## src/rtl/dbgp_pkg.sv

```systemverilog
package dbgp_pkg;
  localparam int PFX_W     = 13;
  localparam int NUM_W     = 3;
  localparam logic [PFX_W-1:0] DEV_PREFIX = 13'h020;
  localparam int ID_W      = 16;
  localparam int CFG_W     = 10;
  localparam int EA_W      = 32;
  localparam int ES_W      = 5;
  localparam int SYN_W     = 7;
  localparam int ERR_W     = EA_W + ES_W + SYN_W;
  localparam int NREG      = 1 << NUM_W;
  localparam logic [3:0] ID_HDR  = 4'd5;
  localparam logic [5:0] ID_TYPE = 6'd6;
  localparam logic [5:0] ID_VER  = 6'd0;

  function automatic logic [ID_W-1:0] id_word();
    return {ID_HDR, ID_TYPE, ID_VER};
  endfunction

  function automatic logic [ERR_W-1:0] err_word(input logic [EA_W-1:0] a,
                                                input logic [ES_W-1:0] s,
                                                input logic [SYN_W-1:0] y);
    return {y, s, a};
  endfunction
endpackage

```

## src/rtl/dbgp_sel.sv

```systemverilog
module dbgp_sel #(
  parameter int PFX_W = 13,
  parameter int NUM_W = 3,
  parameter logic [PFX_W-1:0] PREFIX = 13'h020
) (
  input  logic             clk,
  input  logic             rst_n,
  input  logic             sin,
  input  logic             stb,
  output logic             matched,
  output logic [NUM_W-1:0] regno
);
  localparam int SEL_W = PFX_W + NUM_W;

  logic [SEL_W-1:0] sel_q;
  logic [SEL_W-1:0] sel_d;
  logic             match_q;

  assign sel_d = {sel_q[SEL_W-2:0], sin};

  always_ff @(posedge clk or negedge rst_n) begin
    if (!rst_n) begin
      sel_q   <= '0;
      match_q <= 1'b0;
    end else if (stb) begin
      sel_q   <= sel_d;
      match_q <= (sel_d[SEL_W-1:NUM_W] == PREFIX);
    end
  end

  assign matched = match_q;
  assign regno   = sel_q[NUM_W-1:0];

  a_r1_shift_in: assert property (@(posedge clk) disable iff (!rst_n)
    stb |=> (sel_q[0] == $past(sin)));
  a_r1_hold: assert property (@(posedge clk) disable iff (!rst_n)
    !stb |=> ($stable(regno) && $stable(matched)));
  a_r2_match_prefix: assert property (@(posedge clk) disable iff (!rst_n)
    matched |-> (sel_q[SEL_W-1:NUM_W] == PREFIX));
endmodule

```

## src/rtl/dbgp_wr.sv

```systemverilog
module dbgp_wr #(
  parameter int W = 10
) (
  input  logic         clk,
  input  logic         rst_n,
  input  logic         sin,
  input  logic         en,
  input  logic         clear,
  output logic [W-1:0] val,
  output logic         commit
);
  localparam int CW = $clog2(W + 1);

  logic [W-1:0]  wbuf_q;
  logic [W-1:0]  wbuf_d;
  logic [W-1:0]  val_q;
  logic [CW-1:0] cnt_q;

  assign wbuf_d = {sin, wbuf_q[W-1:1]};
  assign commit = en && !clear && (cnt_q == CW'(W - 1));

  always_ff @(posedge clk or negedge rst_n) begin
    if (!rst_n) begin
      wbuf_q <= '0;
      cnt_q  <= '0;
      val_q  <= '0;
    end else if (clear) begin
      cnt_q  <= '0;
    end else if (en && (cnt_q != CW'(W))) begin
      wbuf_q <= wbuf_d;
      cnt_q  <= cnt_q + 1'b1;
      if (commit) val_q <= wbuf_d;
    end
  end

  assign val = val_q;

  a_r6_commit_done: assert property (@(posedge clk) disable iff (!rst_n)
    commit |=> (cnt_q == CW'(W)));
  a_r6_no_early: assert property (@(posedge clk) disable iff (!rst_n)
    (cnt_q < CW'(W - 1)) |=> $stable(val));
endmodule

```

## src/rtl/dbgp_rd.sv

```systemverilog
module dbgp_rd #(
  parameter int RD_W  = 44,
  parameter int NREG  = 8,
  parameter int NUM_W = 3
) (
  input  logic                       clk,
  input  logic                       rst_n,
  input  logic                       clear,
  input  logic                       load,
  input  logic [NUM_W-1:0]           regno,
  input  logic [NREG-1:0][RD_W-1:0]  regs,
  output logic                       sout,
  output logic                       active
);
  logic [RD_W-1:0] sh_q;
  logic            act_q;

  always_ff @(posedge clk or negedge rst_n) begin
    if (!rst_n) begin
      sh_q  <= '0;
      act_q <= 1'b0;
    end else if (clear) begin
      sh_q  <= '0;
      act_q <= 1'b0;
    end else if (load) begin
      sh_q  <= regs[regno];
      act_q <= 1'b1;
    end else if (act_q) begin
      sh_q  <= sh_q >> 1;
    end
  end

  assign active = act_q;
  assign sout   = act_q & sh_q[0];

  a_r4_load_starts: assert property (@(posedge clk) disable iff (!rst_n)
    (load && !clear) |=> active);
  a_r4_first_bit: assert property (@(posedge clk) disable iff (!rst_n)
    (load && !clear) |=> (sout == $past(regs[regno][0])));
  a_r8_clear_ends: assert property (@(posedge clk) disable iff (!rst_n)
    clear |=> !sout);
endmodule

```

## src/rtl/dbgp_top.sv

```systemverilog
module dbgp_top
  import dbgp_pkg::*;
#(
  parameter int CFG_BITS = CFG_W,
  parameter int EADDR_W  = EA_W,
  parameter int ESTAT_W  = ES_W,
  parameter int ESYN_W   = SYN_W
) (
  input  logic                sclk_i,
  input  logic                rst_n_i,
  input  logic                sin_i,
  input  logic                addr_stb_i,
  input  logic                exec_stb_i,
  input  logic [EADDR_W-1:0]  err_addr_i,
  input  logic [ESTAT_W-1:0]  err_stat_i,
  input  logic [ESYN_W-1:0]   err_syn_i,
  output logic                sout_o,
  output logic [CFG_BITS-1:0] cfg_o
);
  localparam int EW   = EADDR_W + ESTAT_W + ESYN_W;
  localparam int RD_W = (EW > ID_W) ? ((EW > CFG_BITS) ? EW : CFG_BITS)
                                    : ((ID_W > CFG_BITS) ? ID_W : CFG_BITS);

  logic             matched;
  logic [NUM_W-1:0] regno;
  logic             rd_load;
  logic             rd_active;
  logic             wr_en;
  logic             wr_commit;
  logic [CFG_BITS-1:0] cfg_val;
  logic [NREG-1:0][RD_W-1:0] regs;

  dbgp_sel #(.PFX_W(PFX_W), .NUM_W(NUM_W), .PREFIX(DEV_PREFIX)) u_sel (
    .clk(sclk_i), .rst_n(rst_n_i), .sin(sin_i), .stb(addr_stb_i),
    .matched(matched), .regno(regno));

  assign rd_load = matched && exec_stb_i && !addr_stb_i;
  assign wr_en   = matched && !addr_stb_i && !exec_stb_i && !rd_active
                   && (regno == NUM_W'(1));

  dbgp_wr #(.W(CFG_BITS)) u_wr (
    .clk(sclk_i), .rst_n(rst_n_i), .sin(sin_i), .en(wr_en),
    .clear(addr_stb_i), .val(cfg_val), .commit(wr_commit));

  for (genvar i = 0; i < NREG; i++) begin : g_regs
    if (i == 0) begin : g_id
      assign regs[i] = {{(RD_W-ID_W){1'b0}}, id_word()};
    end else if (i == 1) begin : g_cfg
      assign regs[i] = {{(RD_W-CFG_BITS){1'b0}}, cfg_val};
    end else if (i == 2) begin : g_err
      assign regs[i] = {{(RD_W-EW){1'b0}}, err_syn_i, err_stat_i, err_addr_i};
    end else begin : g_zero
      assign regs[i] = '0;
    end
  end

  dbgp_rd #(.RD_W(RD_W), .NREG(NREG), .NUM_W(NUM_W)) u_rd (
    .clk(sclk_i), .rst_n(rst_n_i), .clear(addr_stb_i), .load(rd_load),
    .regno(regno), .regs(regs), .sout(sout_o), .active(rd_active));

  assign cfg_o = cfg_val;

  a_r2_unmatched_quiet: assert property (@(posedge sclk_i) disable iff (!rst_n_i)
    !matched |=> !sout_o);
  a_r6_read_keeps_cfg: assert property (@(posedge sclk_i) disable iff (!rst_n_i)
    rd_active |=> $stable(cfg_o));
  a_r8_strobe_quiet: assert property (@(posedge sclk_i) disable iff (!rst_n_i)
    addr_stb_i |=> !sout_o);
  a_r10_other_regs: assert property (@(posedge sclk_i) disable iff (!rst_n_i)
    (regno != NUM_W'(1)) |=> $stable(cfg_o));
  a_r5_commit_only_sel: assert property (@(posedge sclk_i) disable iff (!rst_n_i)
    wr_commit |-> (matched && regno == NUM_W'(1)));
endmodule

```

## config.mk

```make
export PLATFORM = sky130hd
export DESIGN_NAME = dbgp_top
export DESIGN_NICKNAME = d
export VERILOG_FILES = /design/src/rtl/dbgp_pkg.sv /design/src/rtl/dbgp_sel.sv /design/src/rtl/dbgp_wr.sv /design/src/rtl/dbgp_rd.sv /design/src/rtl/dbgp_top.sv
export SDC_FILE = /design/constraint.sdc
export NUM_CORES = 1
export LEC_CHECK = 0
export BUFFER_PORTS_ARGS = -buffer_cell sky130_fd_sc_hd__buf_2
export CAP_MARGIN = 15
export CELL_PAD_IN_SITES_DETAIL_PLACEMENT = 0
export CELL_PAD_IN_SITES_GLOBAL_PLACEMENT = 1
export CORE_ASPECT_RATIO = 1.5
export CORE_MARGIN = 2
export CORE_UTILIZATION = 45
export CTS_BUF_LIST = sky130_fd_sc_hd__clkbuf_16
export CTS_CLUSTER_DIAMETER = 150
export DETAILED_ROUTE_END_ITERATION = 12
export GPL_TIMING_DRIVEN = 0
export PLACE_DENSITY = 0.91
export SLEW_MARGIN = 20
export SYNTH_ARGS = -nofsm -noshare
export SYNTH_HDL_FRONTEND = slang
export SYNTH_SLANG_ARGS = --single-unit
export TNS_END_PERCENT = 5
```

## constraint.sdc

```tcl
create_clock -name sclk_i -period 2 [get_ports sclk_i]
set_clock_uncertainty 0.15 [all_clocks]
set_input_delay 0.2 -clock sclk_i [delete_from_list [all_inputs] [get_ports sclk_i]]
set_output_delay 0.2 -clock sclk_i [all_outputs]
set_load 0.05 [all_outputs]
```

==> out/results.txt <==
Status: completed
Top Ports: 60
Nets: 509
Clock Tree Buf Depth: 2
DR vias: 3,068
Detailed placement HPWL: 6180 µm
Delay-heaviest family, CP: simple AND/OR/NAND/NOR gates
Vias in the first global route: 3,212
Worst Path Buf+Inv: 2
Num Clock Sinks: 84
Most used cell, CP: buf_6
Wirelength per Cell: 16.0 µm
Leakage: 0.00227 µW
CP max FO: 19
Hold Path End: u_rd.sh_q[12]
DRC: 0
Share of layout cells above drive strength 1: 0.292
Chip width: 79.9 µm
Post-layout util: 0.600
CTS H-tree lvls: 3
Synthesized cell area: 3880 µm²
Maximum VDD drop: 0.000445 V
Crit-path slowest cell: nor4b_4
CP Capture Type: flip-flop
R2r setup slk: 0.11 ns
Worst rel slew slack: 0.654
Tightest Hold Check Type: input pin to flip-flop
TritonCTS Buffers: 9
CTS root buf: clkbuf_16
Fin. Hold Viols: 0
Net Count, Synth: 396
Register area share after synthesis: 0.541
GPL Wtd Cong: 0.833
Reg2Reg Depth: 5
Max Clk Rate: 530 MHz
Worst skew pair latency: 0.34 ns
Yosys reg bits: 84
Worst r2r src: u_rd.active
Initial core utilization: 0.462
Total track usage: 0.206
CP Class: flip-flop to flip-flop
Hold depth: 4
First-pass GRT wire length: 15,200 µm
Syn Area/Cell: 11.3 µm²
Most frequent cells in the layout: dfrtp_1 (83), buf_2 (70), dlygate4sd3_1 (42)
Cell Pwr Density: 774 nW/µm²
Element type at the critical path start: flip-flop
Slew Limit Fails: 0
DR pass1 iterations: 4
Die height: 118 µm
Main flop type after synthesis: dfrtp_1
Required time of the critical path: 2.07 ns
Final Setup Violations: 0
Grt ovf: 0
Reg2reg end: u_wr.wbuf_q[2]
Number of synthesized flops with an enable pin: 0
Via density: 5.39
Critical path cell sequence: buf_6 -> nor4b_4 -> nand3_2 -> buf_6 -> mux2_2
Postcts setup bufs: 0
Netlist cell types: 37
Most common cell after layout, fill and taps aside: dfrtp_1
CORE AREA: 8410 µm²
Hold wc startpoint: err_addr_i[12]
RSZ-0062 raised after global routing: false
Worst-path clk slew: 0.06 ns
Pwr Total: 3900 µW
Largest net degree at the start of global routing: 47
Die Area: 9400 µm²
DRT antenna net count: 0
Post-Synthesis Cells: 344
Routed wire length: 9100 µm
Max_cap viols: 0
Synth async-reset ratio: 1.00
DR iter-0 viols: 168
Antenna violations before repair: 0
Crit path DAT: 1.96 ns
# diodes: 0
Worst-Margin Slew: 0.519 ns
CTS tree: yes
Number of I/O port buffers: 59
Final cycle utilization of the critical path: 0.944
Row count: 41
Layout area overhead: 29.9%
Syn. warnings: 0
Final Critical Period: 1.89 ns
Max incr delay on CP: 0.43 ns
## cell type report
| cell class | count | area (µm²) |
|---|---|---|
| plain buffers | 27 | 144 |
| clock buffers | 9 | 225 |
| clock inverters | 7 | 35.0 |
| fillers | 709 | 3370 |
| inverters | 8 | 30.0 |
| multi-input cells | 225 | 1630 |
| flip-flops and latches | 84 | 2100 |
| well taps | 107 | 134 |
| repair buffers | 102 | 746 |
## kinds of logic (layout without fill, tap and decap cells)
logic type	after synthesis	in the layout	share of synthesized area
compound gates	81	81	0.131
flops	84	84	0.541
simple gates	87	88	0.124
mux	53	53	0.148
fa+ha+maj	3	3	0.00967
buf+inv	36	153	0.0457
## worst min-delay path, stage by stage
cell	delay, ns
buf_2	0.09
inv_1	0.05
a211o_1	0.14
a21oi_1	0.07
## sequential cells by signal (all words and copies together), names as in the netlist
signal         cells
u_rd.sh_q         44
u_wr.wbuf_q        9
u_sel.sel_q       15
u_sel.matched      1
u_rd.active        1
u_wr.cnt_q         4
u_wr.val          10
## cells in the mapped netlist, types with 2 or more instances
cell type / number / area (µm²)
a211o_1: 3 / 26.3
a21oi_1: 20 / 100
a221oi_1: 2 / 17.5
a31oi_1: 8 / 50.1
and2_1: 2 / 12.5
buf_1: 2 / 7.51
buf_2: 12 / 60.1
buf_6: 3 / 33.8
clkbuf_1: 9 / 33.8
dfrtp_1: 84 / 2100
ha_1: 3 / 37.5
inv_1: 8 / 30.0
mux2_2: 36 / 405
mux2i_1: 17 / 170
nand2b_1: 4 / 25.0
nand3_1: 33 / 165
nand3_2: 2 / 20.0
nand4_1: 2 / 12.5
nor2_1: 29 / 109
nor2b_1: 5 / 31.3
nor4_1: 2 / 12.5
o21a_1: 2 / 15.0
o21ai_0: 27 / 135
o22a_1: 2 / 17.5
o2bb2ai_1: 15 / 131
## metal layers
layer | vias to the layer above | part of all wire | wire length [µm] | GRT usage
li1 | 1468 | - | - | -
met1 | 1518 | 0.42 | 3800 | 0.256
met2 | 64 | 0.53 | 4790 | 0.347
met3 | 18 | 0.032 | 293 | 0.0391
met4 | 0 | 0.025 | 226 | 0.0890
met5 | - | 0 | 0 | 0
## worst max path at each step
stage / start / endpoint / slack (ns) / cells after the start
2_1_floorplan: u_rd.active / sout_o / 0.24 / 3
3_3_place_gp: rst_n_i / u_rd.sh_q[16] / -0.08 / 1
3_5_place_dp: u_wr.cnt_q[0] / u_wr.val[0] / 0.04 / 5
4_1_cts: u_wr.cnt_q[0] / u_wr.val[0] / 0.05 / 5
5_1_grt: u_sel.matched / u_rd.sh_q[13] / 0.02 / 5
6_report: u_rd.active / u_wr.wbuf_q[2] / 0.11 / 5
## metrics by stage
stage	cell area [µm²]	cells	worst slack, ns	hold WS, ns	TNS (ns)
finish	5050	569	0.113	0.106	0
global route	5050	569	0.0184	0.122	0
CTS	5020	568	0.0460	0.103	0
detailed placement	4340	511	0.0439	0.0585	0
global placement	4310	510	-0.0778	0.266	-6.09
floorplan	3880	344	0.237	-0.246	0
## where the power goes
group | leakage (µW) | internal (µW) | switching [µW]
Clock | 0.000134 | 822 | 646
Sequential | 0.00110 | 1860 | 112
Combinational | 0.00104 | 255 | 210
Total | 0.00227 | 2940 | 968
## what timing repair did
item | in CTS | in global routing
hold endpoints to repair | 81 | 0
hold buffers | 42 | 0
resized for setup | 0 | 4
setup endpoints to repair | 1 | 10
cloned | 0 | 1
Power figures use the tool's default switching activity.
